<file path="src/rtl/tmr16_pkg.sv">
package tmr16_pkg;
  localparam int N_CMP = 2;
  // bus register addresses
  localparam logic [3:0] A_CNT_LO  = 4'h0;
  localparam logic [3:0] A_CNT_HI  = 4'h1;
  localparam logic [3:0] A_CMPA_LO = 4'h2;
  localparam logic [3:0] A_CMPA_HI = 4'h3;
  localparam logic [3:0] A_CMPB_LO = 4'h4;
  localparam logic [3:0] A_CMPB_HI = 4'h5;
  localparam logic [3:0] A_CAP_LO  = 4'h6;
  localparam logic [3:0] A_CAP_HI  = 4'h7;
  localparam logic [3:0] A_MASK    = 4'h8;
  localparam logic [3:0] A_FLAG    = 4'h9;
  localparam logic [3:0] A_CTRL    = 4'hA;
  // flag / mask bit positions
  localparam int FB_OVF  = 0;
  localparam int FB_CMPA = 1;
  localparam int FB_CAP  = 5;
  localparam logic [7:0] IRQ_BITS = 8'h27;
  // control bits
  localparam int CB_TOPCAP = 0;
  localparam int CB_ALTSRC = 1;
  localparam int CB_RISE   = 2;
  localparam int CTRL_W    = 3;
endpackage

</file>
<file path="src/rtl/tmr16_cap_front.sv">
module tmr16_cap_front #(
  parameter int STAGES = 2
) (
  input  logic clk,
  input  logic rst_n,
  input  logic pin_i,
  input  logic alt_i,
  input  logic use_alt_i,
  input  logic rise_i,
  output logic evt_o
);
  logic [STAGES-1:0] sync_q;
  logic              prev_q;
  logic              lvl;

  assign lvl = sync_q[STAGES-1];

  always_ff @(posedge clk or negedge rst_n) begin
    if (!rst_n) begin
      sync_q <= '0;
      prev_q <= 1'b0;
    end else begin
      sync_q <= {sync_q[STAGES-2:0], (use_alt_i ? alt_i : pin_i)};
      prev_q <= lvl;
    end
  end

  assign evt_o = rise_i ? (lvl & ~prev_q) : (~lvl & prev_q);

  AST_EVT_SINGLE: assert property (@(posedge clk) disable iff (!rst_n)
    evt_o && $stable(rise_i) |=> !evt_o);
endmodule

</file>
<file path="src/rtl/tmr16_counter.sv">
module tmr16_counter #(
  parameter int W = 16
) (
  input  logic         clk,
  input  logic         rst_n,
  input  logic         tick_i,
  input  logic         wr_i,
  input  logic [W-1:0] wdata_i,
  input  logic         top_mode_i,
  input  logic [W-1:0] top_i,
  output logic [W-1:0] cnt_o,
  output logic         block_o,
  output logic         ovf_evt_o
);
  function automatic logic at_wrap(input logic [W-1:0] c, input logic tm,
                                   input logic [W-1:0] t);
    return tm ? (c == t) : (&c);
  endfunction

  logic [W-1:0] cnt_q;
  logic         block_q;

  always_ff @(posedge clk or negedge rst_n) begin
    if (!rst_n) begin
      cnt_q   <= '0;
      block_q <= 1'b0;
    end else if (wr_i) begin
      cnt_q   <= wdata_i;
      block_q <= 1'b1;
    end else if (tick_i) begin
      cnt_q   <= at_wrap(cnt_q, top_mode_i, top_i) ? '0 : cnt_q + 1'b1;
      block_q <= 1'b0;
    end
  end

  assign cnt_o     = cnt_q;
  assign block_o   = block_q;
  assign ovf_evt_o = tick_i && !wr_i && !top_mode_i && (&cnt_q);

  AST_OVF_WRAP: assert property (@(posedge clk) disable iff (!rst_n)
    ovf_evt_o |=> cnt_q == '0);
  AST_TOP_WRAP: assert property (@(posedge clk) disable iff (!rst_n)
    tick_i && !wr_i && top_mode_i && cnt_q == top_i |=> cnt_q == '0);
  AST_BLOCK_AFTER_WR: assert property (@(posedge clk) disable iff (!rst_n)
    wr_i |=> block_q);
endmodule

</file>
<file path="src/rtl/tmr16_cmp_chan.sv">
module tmr16_cmp_chan #(
  parameter int W = 16
) (
  input  logic         clk,
  input  logic         rst_n,
  input  logic         tick_i,
  input  logic         block_i,
  input  logic [W-1:0] cnt_i,
  input  logic         wr_i,
  input  logic [W-1:0] wval_i,
  output logic [W-1:0] cmp_o,
  output logic         hit_o,
  output logic         wave_o
);
  function automatic logic equal_now(input logic [W-1:0] c, input logic [W-1:0] r);
    return c == r;
  endfunction

  logic [W-1:0] cmp_q;
  logic         wave_q;

  assign hit_o = tick_i && !block_i && equal_now(cnt_i, cmp_q);

  always_ff @(posedge clk or negedge rst_n) begin
    if (!rst_n) begin
      cmp_q  <= '0;
      wave_q <= 1'b0;
    end else begin
      if (wr_i)  cmp_q  <= wval_i;
      if (hit_o) wave_q <= ~wave_q;
    end
  end

  assign cmp_o  = cmp_q;
  assign wave_o = wave_q;

  AST_WAVE_TOGGLE: assert property (@(posedge clk) disable iff (!rst_n)
    hit_o |=> wave_o != $past(wave_o));
  AST_WAVE_HOLD: assert property (@(posedge clk) disable iff (!rst_n)
    !hit_o |=> $stable(wave_o));
endmodule

</file>
<file path="src/rtl/tmr16_cc.sv">
module tmr16_cc
  import tmr16_pkg::*;
#(
  parameter int BUS_W       = 8,
  parameter int SYNC_STAGES = 2
) (
  input  logic             clk,
  input  logic             rst_n,
  input  logic [3:0]       bus_addr,
  input  logic             bus_wr,
  input  logic             bus_rd,
  input  logic [BUS_W-1:0] bus_wdata,
  output logic [BUS_W-1:0] bus_rdata,
  input  logic             tick_i,
  input  logic             cap_pin_i,
  input  logic             cap_alt_i,
  output logic [N_CMP-1:0] wave_o,
  output logic [N_CMP-1:0] irq_cmp_o,
  output logic             irq_cap_o,
  output logic             irq_ovf_o
);
  localparam int CNT_W = 2 * BUS_W;

  logic [BUS_W-1:0]  temp_q;
  logic [CNT_W-1:0]  cap_q;
  logic [BUS_W-1:0]  mask_q;
  logic [BUS_W-1:0]  flags_q;
  logic [CTRL_W-1:0] ctrl_q;

  logic [CNT_W-1:0]  cnt;
  logic              blocked;
  logic              ovf_evt;
  logic              cap_evt;
  logic              cnt_wr;
  logic [CNT_W-1:0]  wide_wval;
  logic [N_CMP-1:0]  cmp_wr;
  logic [N_CMP-1:0]  cmp_hit;
  logic [CNT_W-1:0]  cmp_val [N_CMP];
  logic [BUS_W-1:0]  flag_set;
  logic [BUS_W-1:0]  flag_clr;
  logic              hi_wr;

  assign wide_wval = {temp_q, bus_wdata};
  assign cnt_wr    = bus_wr && (bus_addr == A_CNT_LO);
  assign hi_wr     = bus_wr && ((bus_addr == A_CNT_HI) || (bus_addr == A_CMPA_HI) ||
                                (bus_addr == A_CMPB_HI));

  tmr16_counter #(.W(CNT_W)) u_cnt (
    .clk(clk), .rst_n(rst_n), .tick_i(tick_i), .wr_i(cnt_wr), .wdata_i(wide_wval),
    .top_mode_i(ctrl_q[CB_TOPCAP]), .top_i(cap_q), .cnt_o(cnt), .block_o(blocked),
    .ovf_evt_o(ovf_evt)
  );

  for (genvar i = 0; i < N_CMP; i++) begin : g_cmp
    assign cmp_wr[i] = bus_wr && (bus_addr == 4'(A_CMPA_LO + 2 * i));
    tmr16_cmp_chan #(.W(CNT_W)) u_chan (
      .clk(clk), .rst_n(rst_n), .tick_i(tick_i), .block_i(blocked), .cnt_i(cnt),
      .wr_i(cmp_wr[i]), .wval_i(wide_wval), .cmp_o(cmp_val[i]), .hit_o(cmp_hit[i]),
      .wave_o(wave_o[i])
    );
  end

  tmr16_cap_front #(.STAGES(SYNC_STAGES)) u_capf (
    .clk(clk), .rst_n(rst_n), .pin_i(cap_pin_i), .alt_i(cap_alt_i),
    .use_alt_i(ctrl_q[CB_ALTSRC]), .rise_i(ctrl_q[CB_RISE]), .evt_o(cap_evt)
  );

  always_comb begin
    flag_set         = '0;
    flag_set[FB_OVF] = ovf_evt;
    flag_set[FB_CAP] = cap_evt;
    for (int i = 0; i < N_CMP; i++) flag_set[FB_CMPA + i] = cmp_hit[i];
  end
  assign flag_clr = (bus_wr && bus_addr == A_FLAG) ? bus_wdata : '0;

  always_ff @(posedge clk or negedge rst_n) begin
    if (!rst_n) begin
      temp_q  <= '0;
      cap_q   <= '0;
      mask_q  <= '0;
      flags_q <= '0;
      ctrl_q  <= '0;
    end else begin
      if (hi_wr)                                  temp_q <= bus_wdata;
      else if (bus_rd && bus_addr == A_CNT_LO)    temp_q <= cnt[CNT_W-1:BUS_W];
      else if (bus_rd && bus_addr == A_CAP_LO)    temp_q <= cap_q[CNT_W-1:BUS_W];
      if (cap_evt)                                cap_q  <= cnt;
      if (bus_wr && bus_addr == A_MASK)           mask_q <= bus_wdata & IRQ_BITS;
      if (bus_wr && bus_addr == A_CTRL)           ctrl_q <= bus_wdata[CTRL_W-1:0];
      flags_q <= ((flags_q & ~flag_clr) | flag_set) & IRQ_BITS;
    end
  end

  always_comb begin
    case (bus_addr)
      A_CNT_LO:  bus_rdata = cnt[BUS_W-1:0];
      A_CNT_HI:  bus_rdata = temp_q;
      A_CMPA_LO: bus_rdata = cmp_val[0][BUS_W-1:0];
      A_CMPA_HI: bus_rdata = cmp_val[0][CNT_W-1:BUS_W];
      A_CMPB_LO: bus_rdata = cmp_val[1][BUS_W-1:0];
      A_CMPB_HI: bus_rdata = cmp_val[1][CNT_W-1:BUS_W];
      A_CAP_LO:  bus_rdata = cap_q[BUS_W-1:0];
      A_CAP_HI:  bus_rdata = temp_q;
      A_MASK:    bus_rdata = mask_q;
      A_FLAG:    bus_rdata = flags_q;
      A_CTRL:    bus_rdata = {{(BUS_W-CTRL_W){1'b0}}, ctrl_q};
      default:   bus_rdata = '0;
    endcase
  end

  for (genvar i = 0; i < N_CMP; i++) begin : g_irq
    assign irq_cmp_o[i] = flags_q[FB_CMPA + i] & mask_q[FB_CMPA + i];
  end
  assign irq_cap_o = flags_q[FB_CAP] & mask_q[FB_CAP];
  assign irq_ovf_o = flags_q[FB_OVF] & mask_q[FB_OVF];

  AST_CAP_LOADS_COUNT: assert property (@(posedge clk) disable iff (!rst_n)
    cap_evt |=> cap_q == $past(cnt));
  AST_TEMP_FROM_CAP: assert property (@(posedge clk) disable iff (!rst_n)
    bus_rd && !bus_wr && bus_addr == A_CAP_LO |=> temp_q == $past(cap_q[CNT_W-1:BUS_W]));
  AST_BLOCK_NO_HIT: assert property (@(posedge clk) disable iff (!rst_n)
    blocked && tick_i |-> cmp_hit == '0);
  AST_CAP_RDONLY: assert property (@(posedge clk) disable iff (!rst_n)
    !cap_evt |=> $stable(cap_q));
  AST_FLAG_SET: assert property (@(posedge clk) disable iff (!rst_n)
    ovf_evt |=> flags_q[FB_OVF]);
endmodule

</file>
<file path="config.mk">
export PLATFORM = sky130hd
export DESIGN_NAME = tmr16_cc
export DESIGN_NICKNAME = d
export VERILOG_FILES = /design/src/rtl/tmr16_pkg.sv /design/src/rtl/tmr16_cap_front.sv /design/src/rtl/tmr16_counter.sv /design/src/rtl/tmr16_cmp_chan.sv /design/src/rtl/tmr16_cc.sv
export SDC_FILE = /design/constraint.sdc
export NUM_CORES = 1
export LEC_CHECK = 0
export ABC_AREA = 1
export BUFFER_PORTS_ARGS = -buffer_cell sky130_fd_sc_hd__buf_2
export CORE_UTILIZATION = 23
export DETAILED_ROUTE_END_ITERATION = 12
export SETUP_SLACK_MARGIN = 0.3
export SLEW_MARGIN = 20
export SYNTH_ARGS = -nofsm -noshare
export SYNTH_HDL_FRONTEND = slang
export SYNTH_HIERARCHICAL = 1
export SYNTH_SLANG_ARGS = --single-unit
export TNS_END_PERCENT = 5
</file>
<file path="constraint.sdc">
create_clock -name clk -period 2.9 [get_ports clk]
set_input_delay 0.29 -clock clk [delete_from_list [all_inputs] [get_ports clk]]
set_output_delay 0.29 -clock clk [all_outputs]
set_load 0.01 [all_outputs]
</file>
## Yosys cells after proc, flatten, opt, wreduce, memory -nomap -nowiden

Cells that the tools add are included.

- Add/subtract/negate cells: 1
- Multipliers: 0
- Divide/modulo/power cells: 0
- Magnitude comparators: 0
- Equal/unequal tests: 13
- Shift-type cells: 0
- Mux-type cells: 13
- Bitwise gates (word level): 13
- Reductions and logical operators: 25

Operators with widths:

| cell | number |
|---|---|
| 8-bit one-hot mux with 10 select lines | 1 |
| 16-bit == test | 3 |
| 16-bit 2-to-1 mux | 3 |
| 8-bit 2-to-1 mux | 3 |
| 16-bit by 1-bit adder with 16-bit output, second input constant | 1 |
| 4-bit by 3-bit == test with 1-bit output, second input constant | 4 |
| 16-bit AND reduction | 1 |
| 1-bit logical AND | 15 |
| 4-bit == test, second input constant | 3 |
| 4-bit by 2-bit == test with 1-bit output, second input constant | 2 |
| 1-bit AND | 6 |
| 6-bit AND | 1 |
| 6-bit 2-to-1 mux | 1 |
| 6-bit inverter | 1 |
| 6-bit OR | 1 |
| 1-bit 2-to-1 mux | 5 |
| 4-bit by 1-bit == test with 1-bit output, second input constant | 1 |
| 4-bit logical NOT | 1 |
| 1-bit inverter | 4 |
| 1-bit logical NOT | 3 |
| 3-bit nonzero test | 1 |
| 1-bit logical OR | 2 |
| 2-bit nonzero test | 1 |
| 2-bit OR reduction | 1 |

- Register bits after elaboration: 89
- Bits in latches: 0
- RAM bits: 0
- ROM bits: 0
- Input port bits: 19
- Output and inout bits: 14
- Logic and storage cells: 78
- Memories: 0

## Logic depth before layout (Yosys ltp)

Gate-level depths: netlist of the first run.

- Word-level depth: 7
- Depth in mapped cells: 10
- Mapped depth without buffers: 10

## Cells and area by module

The synthesis of the first run kept the hierarchy.

By module, submodules not included:

| module | times used | cells each | area an instance (µm²) | sequential area each (µm²) |
|---|---|---|---|---|
| tmr16_cc | 1 | 350 | 2240.9 | 875.8 |
| tmr16_cmp_chan | 2 | 137 | 948.4 | 425.4 |
| tmr16_counter | 1 | 224 | 1440.1 | 425.4 |
| tmr16_cap_front | 1 | 12 | 112.6 | 75.1 |

## Worst setup path before layout of the first run

Ideal clock, no wire load.

- Path type: input -> register
- From: input bus_wr
- To: register u_cnt.cnt_q[3], in the netlist u_cnt/cnt_o[3]
- Library setup time: 0.122 ns
- Data arrival time: 1.525 ns
- Required time: 2.778 ns
- Setup slack: 1.254 ns
- Cell stages on the path: 8
- Path buffers: 3
- Cells stage by stage: clkbuf_1 -> inv_1 -> nor2_1 -> clkbuf_1 -> nor2_1 -> buf_2 -> a22oi_1 -> nand2_1

- Longest elaborated chain between the ends: 2
- Elaborated cells between the ends (all ways): 3
- Those cells by class: 1 x mux; 2 x reduce/logical

Ends and longest elaborated chain:

| what | RTL line | text |
|---|---|---|
| start: declaration | tmr16_cc.sv:10 | `input logic bus_wr,` |
| 1-bit logical AND (*) | tmr16_cc.sv:44 | `assign cnt_wr = bus_wr && (bus_addr == A_CNT_LO);` |
| named net cnt_wr | tmr16_cc.sv:34 | `logic cnt_wr;` |
| 16-bit 2-to-1 mux or 2-bit nonzero test (tied branches) | - |  |
| end signal: assignment | tmr16_counter.sv:28 | `cnt_q <= wdata_i;` |
| end signal: assignment | tmr16_counter.sv:31 | `cnt_q <= at_wrap(cnt_q, top_mode_i, top_i) ? '0 : cnt_q + 1'b1;` |
| end: declaration | tmr16_counter.sv:20 | `logic [W-1:0] cnt_q;` |

The timed path passes the listed nets; every way through them passes the cells marked *.
A chain may end at the register's enable or synchronous reset.

## Worst setup path in the final report of the first run

- From: input bus_addr[3]
- To: output bus_rdata[1]

- Longest elaborated chain between the ends: 3
- Elaborated cells between the ends (all ways): 13
- Those cells by class: 10 x eq/ne; 1 x mux; 2 x reduce/logical

Ends and longest elaborated chain:

| what | RTL line | text |
|---|---|---|
| start: declaration | tmr16_cc.sv:9 | `input logic [3:0] bus_addr,` |
| 4-bit by 1-bit == test with 1-bit output or 4-bit by 3-bit == test with 1-bit output (tied branches) | tmr16_cc.sv:95 | `case (bus_addr)` |
| 2-bit OR reduction (no source line) | - |  |
| 8-bit one-hot mux with 10 select lines (*) | tmr16_cc.sv:95 |  |
| end: declaration | tmr16_cc.sv:13 | `output logic [BUS_W-1:0] bus_rdata,` |

Every way passes the cells marked *; elsewhere a longest branch is shown, timed or not.

==> metrics.txt, run 1 <==
CTS hold repair buffers=0; synth unique cells=30; largest cells by area after synthesis=dfrtp_1, nand2_1, inv_1, o21ai_0, nand3_1; violated checks=hold timing; wirelength, routed=18.7 mm; CP Launch Type=primary input; Hold Vio Cnt, Final=15; setup_tns=0 ns; crit end category=output pin; worst vdd ir=0.000373 V; most frequent cells in the layout=nand2_1, inv_1, dfrtp_1; CP max stage cell=nor2_1; fin area=6560 µm²; residual DRC count=0; Nets=914; share of the synthesized area in the top cell type=0.391; Overall Power=5.01 mW; Max Slew Vio Count=0; ant diodes=0; clk_lat worst skew=0.36 ns; delay-heaviest family, CP=simple AND/OR/NAND/NOR gates; Via Count=5592; Area growth, synth to finish=15.3%; clock slew at reported path FFs=0.07 ns; H-Tree Level Count=3; CTS Buffer Depth=2; post-synthesis register bit count=89; LEAKAGE=3.32 nW; post-synthesis average cell area=6.62 µm²; Core ar.=24300 µm²; run status=finished, violations left; fmax=0.465 GHz; Ys Warns=6; Resized Gates After CTS=0; global-route usage over all layers=0.151; grt total ovfl=0; Most common cell on crit path=nand2_1; most common cell after layout, fill and taps aside=nand2_1; CP max stage delay=0.70 ns; Die Span X=159 µm; worst-case clock skew=0.00950 ns; Starting Density=0.234; post-synthesis sequential area ratio=0.391; worst path bufs/invs=3; io pins=33; Synth Area in Simple Gates=0.370; Area after DPL=6240 µm²; Synth Area in Adders=0.00220; RD Place Congestion=0.895; minimum clock period=2.15 ns; number of routed nets with antenna violations=0; Crit Path Category=in -> out; Mapped Cells=860; Port Buffers=32; first-pass GRT wire length=29.4 mm; 1st-iter DRT viols=581; Hold WS=-0.0258 ns; drt pass-1 iters=6; ratio of cells with drive above 1 in the final layout=0.103; Sink Count=89; worst path arrival time=1.86 ns; max-cap violations=0; combinational family with the most area after synthesis=simple AND/OR/NAND/NOR gates; unrepaired setup endpoints after global routing=no; Required @ worst endpoint=2.61 ns; reg2reg path depth=9; # rows=57; initial antenna violation count=0; pin count of the biggest net entering global routing=53; Synth Area in XOR/XNOR=0.0277; CP max FO=8; multiplexer share of the synthesized area=0.00792; Final HPWL DP=13.7 mm; Vias/cell=4.58; Worst Hold Class=in -> async; postcts setup bufs=0; Final Util=0.270; final setup fails=0; Rel. slew slack=0.254; final cycle utilization of the critical path=0.741; Die ar.=25400 µm²; WP depth=9; critical-path cell list=buf_2, inv_1, nand2_1, nor2_1, nand2_1, nand2_1, a21oi_1, nand3_1, buf_2; Cell Area, Synth=5690 µm²; largest area contributor in the netlist=dfrtp_1; syn_nets=880; height of the chip=159 µm; DR WL/cell=15.3 µm; Pwr Density=764 nW/µm²; Synth Area in Compound Gates=0.0921; CTS tree=yes; vias in the first global route=5178; root buf cell=clkbuf_16; clock buffer count from CTS=9; Slew @ Worst Pin=1.12 ns
==> logic make-up after synthesis <==
kind of cell | after synthesis
muxes | 4
adders and majority gates | 1
and+or+nand+nor | 495
buffers and inverters | 157
AOI/OAI and AO/OA | 96
DFF | 89
xor gates and xnor gates | 18
==> registers in the layout, indices dropped and copies added, names as in the netlist <==
signal               count
g_cmp.u_chan/cmp_o      32
cap_q                   16
u_cnt/cnt_o             16
temp_q                   8
flags_q                  4
mask_q                   4
ctrl_q                   3
g_cmp.u_chan/wave_o      2
u_capf/sync_q            2
u_capf/prev_q            1
u_cnt/block_o            1
==> power breakdown <==
group | total, mW | internal, mW | switching (mW)
registers | 2.15 | 1.59 | 0.560
clock network | 1.30 | 0.791 | 0.508
logic | 1.56 | 0.568 | 0.994
total | 5.01 | 2.95 | 2.06
==> worst paths after layout <==
check / start / endpoint / slack [ns]
worst max-delay path: bus_addr[3] / bus_rdata[1] / 0.75
worst min-delay path: rst_n / cap_q[9]$_DFFE_PN0P_ / -0.03
worst max register to register: u_cnt/cnt_o[6]$_DFFE_PN0P_ / u_cnt/cnt_o[8]$_DFFE_PN0P_ / 0.87
worst min register to register: u_capf/sync_q[0]$_DFF_PN0_ / u_capf/sync_q[1]$_DFF_PN0_ / 0.35
max in group asynchronous: rst_n / g_cmp[1].u_chan/cmp_o[6]$_DFFE_PN0P_ / 2.15
min in group clk: cap_alt_i / u_capf/sync_q[0]$_DFF_PN0_ / 0.15
==> area by class of cell <==
| cell class | count | area, µm² |
|---|---|---|
| fill | 2666 | 17800 |
| multi-input combinational | 614 | 2860 |
| sequential | 89 | 2230 |
| inverter | 138 | 518 |
| tap | 324 | 405 |
| clock buffer | 11 | 253 |
| timing repair buffer | 42 | 238 |
| clock inverter | 3 | 65.1 |
==> metrics by stage <==
step	setup WS (ns)	instances
4_1_cts	0.791	1221
5_1_grt	0.603	1221
2_1_floorplan	1.25	860
3_3_place_gp	0.791	1207
3_5_place_dp	0.787	1207
6_report	0.751	1221
==> Yosys cell counts <==
library cell  number
inv_2              2
a22oi_1           16
nor2_4             1
buf_4              1
xnor2_1            4
a21oi_1            7
dfrtp_1           89
buf_6              2
nand3_1           51
nand4_1           14
buf_2              6
o21ai_1            6
nand2_4            3
clkbuf_1          10
or2_0              2
nand4_2            1
nor2_1            53
nand2_2            1
mux2_2             4
nand2_1          338
nand3b_1           4
xor2_1            14
o21ai_0           66
nand3_2            6
inv_1            136
nor2_2            13
nor3_1             6
nor3_2             2
o21ai_2            1
ha_1               1
==> per-layer routing <==
layer	track usage	wire length, µm	up-vias
li1	-	-	2736
met2	0.234	8220	235
met5	0	0	-
met3	0.0313	1510	30
met1	0.210	8590	2591
met4	0.0459	384	0
==> worst reg2reg max path, stage by stage (launching register included) <==
cell,delay (ns)
dfrtp_1,0.63
inv_1,0.18
nand2_1,0.09
o21ai_1,0.06
nor2_1,0.19
nand2_1,0.11
nor2_2,0.10
nand3_2,0.31
nand3_1,0.20
nand2_1,0.06
Power figures use the tool's default switching activity.
==> inputs of run 2 (changes only) <==
clock period = 2.2 ns   (was 2.9 ns; I/O delays follow)
==> metrics.txt, run 2 (same netlist as run 1, synthesis figures left out) <==
Area growth, synth to finish=19.0%; run status=completed; ratio of cells with drive above 1 in the final layout=0.128 (+0.0257); height of the chip=159 µm (unchanged); CP max stage cell=dfrtp_1; io pins=33 (unchanged); worst vdd ir=0.000534 V (+43%); fill cell count=2662 (-0.15%); vias in the first global route=5329 (+2.9%); CP Launch Type=flip-flop; residual DRC count=0 (unchanged); Die ar.=25400 µm² (unchanged); drt pass-1 iters=6 (unchanged); 1st-iter DRT viols=544 (-6.4%); Via Count=5669 (+1.4%); Hold Vio Cnt, Final=0 (-15); portion of total power attributed to sequential cells=0.400 (-0.029); Starting Density=0.234 (unchanged); delay-heaviest family, CP=simple AND/OR/NAND/NOR gates; pin count of the biggest net entering global routing=34 (-36%); most common cell after layout, fill and taps aside=nand2_1; RR Startpoint=u_cnt/cnt_o[4]$_DFFE_PN0P_; unrepaired setup endpoints after global routing=yes; Final HPWL DP=14.4 mm (+5.4%); Vias/cell=4.56 (-0.50%); reg2reg path depth=6 (-3); initial antenna violation count=1 (+1); clk_lat worst skew=0.35 ns (about the same); Hold WS=0.0843 ns (+0.110 ns); first-pass GRT wire length=30.2 mm (+2.7%); worst path bufs/invs=0 (-3); # rows=57 (unchanged); CTS Buffer Depth=2 (unchanged); minimum clock period=1.82 ns; crit end category=flip-flop; Core ar.=24300 µm² (unchanged); Crit Path Category=reg -> reg; clock share of power=0.269 (+0.010); Nets=935 (+2.3%); most frequent cells in the layout=nand2_1, inv_1, dfrtp_1; Required @ worst endpoint=2.44 ns (-0.17 ns); max-cap violations=0 (unchanged); clock slew at reported path FFs=0.07 ns (about the same); Final Util=0.278 (+0.00869); Die Span X=159 µm (unchanged); Port Buffers=32 (unchanged); Pint=4.07 mW (+38%); Rel. slew slack=0.504 (+0.250); RD Place Congestion=0.906 (+1.3%); H-Tree Level Count=3 (unchanged); setup_tns=0 ns (unchanged); worst path arrival time=2.06 ns (+0.20 ns); fmax=0.550 GHz; Slew @ Worst Pin=0.743 ns (-0.373 ns); Most common cell on crit path=nand2_1; max FFs per register=32 (unchanged); Max Slew Vio Count=0 (unchanged); CP max FO=16 (+8); ant diodes=0 (unchanged); root buf cell=clkbuf_16; Switch Pwr=2.73 mW (+32%); CTS tree=yes; fin area=6770 µm² (+3.2%); DR WL/cell=15.4 µm (+0.76%); final cycle utilization of the critical path=0.826; worst hold path startpoint=cap_alt_i; worst reg2reg setup slack=0.38 ns (-0.49 ns); Sink Count=89 (unchanged); grt total ovfl=0 (unchanged); LEAKAGE=3.44 nW (+3.5%); Pwr Density=1000 nW/µm² (+31%); Hold Path Sink=u_capf/sync_q[0]$_DFF_PN0_; r2r endpoint=u_cnt/cnt_o[9]$_DFFE_PN0P_; number of routed nets with antenna violations=0 (unchanged); Sw Share=0.401 (-0.0103); CP max stage delay=0.49 ns (-0.21 ns); Area after DPL=6410 µm² (+2.6%); worst-case clock skew=0.00858 ns (-0.000922 ns); wirelength, routed=19.2 mm (+2.7%); clock buffer count from CTS=9 (unchanged); WHS Path Cells=3; critical-path cell list=xnor2_1, nand2_1, nor2_1, nand3_2, nand3_1, nand2_1; global-route usage over all layers=0.155 (+0.00419); Worst Hold Class=in -> reg; Comb power frac=0.331 (+0.019); final setup fails=0 (unchanged)
[run 2: worst min-delay path: stages]
cell and delay [ns]:
buf_2 0.08, nand2_1 0.04, o21ai_1 0.06
[run 2: worst max-delay path by stage]
stage,slack (ns),to,from,cells past startpoint
6_report,0.38,u_cnt/cnt_o[9]$_DFFE_PN0P_,u_cnt/cnt_o[4]$_DFFE_PN0P_,6
5_1_grt,0.27,u_cnt/cnt_o[6]$_DFFE_PN0P_,u_cnt/cnt_o[5]$_DFFE_PN0P_,9
4_1_cts,0.34,u_cnt/cnt_o[9]$_DFFE_PN0P_,u_cnt/cnt_o[13]$_DFFE_PN0P_,9
3_5_place_dp,0.30,u_cnt/cnt_o[8]$_DFFE_PN0P_,bus_addr[0],7
3_3_place_gp,0.32,u_cnt/cnt_o[7]$_DFFE_PN0P_,bus_addr[0],7
2_1_floorplan,0.58,u_cnt/cnt_o[2]$_DFFE_PN0P_,u_cnt/cnt_o[1]$_DFFE_PN0P_,9
[run 2: repair_timing]
item / 4_1_cts / 5_1_grt
setup endpoints to repair: 0 / 18
hold buffers: 1 / 0
resized for setup: 0 / 4
hold endpoints to repair: 28 / 0
setup buffers: 0 / 0
[run 2: power groups by stage]
stage | sequential, mW | clock, mW | combinational, mW
finish | 2.72 | 1.83 | 2.25
global route | 2.77 | 1.92 | 2.58
floorplan | 2.56 | 0 | 1.49
CTS | 2.70 | 1.86 | 2.24
detailed placement | 2.73 | 0 | 2.22
global placement | 2.72 | 0 | 2.19
[run 2: area by class of cell]
type                       instances  area [µm²]  share of cell area
sequential                        89        2230               0.329
timing repair buffer              63         410              0.0606
clock buffer                      11         243              0.0358
multi-input combinational        614        2860               0.423
inverter                         138         518              0.0765
clock inverter                     5         103              0.0151
tap                              324         405              0.0599
[run 2: metrics by stage]
stage               total power, mW  worst slack, ns  instances
floorplan                      4.05            0.579        860
global placement               4.91            0.323       1227
detailed placement             4.95            0.302       1227
CTS                            6.80            0.339       1244
global route                   7.27            0.270       1244
finish                         6.79            0.383       1244
[run 2: per-layer routing]
layer / track usage / up-vias / share of wire / wire length [µm]
met5: 0 / - / 0 / 0
met3: 0.0253 / 26 / 0.073 / 1410
li1: - / 2772 / - / -
met4: 0.0542 / 0 / 0.025 / 487
met1: 0.218 / 2648 / 0.46 / 8830
met2: 0.241 / 223 / 0.44 / 8480
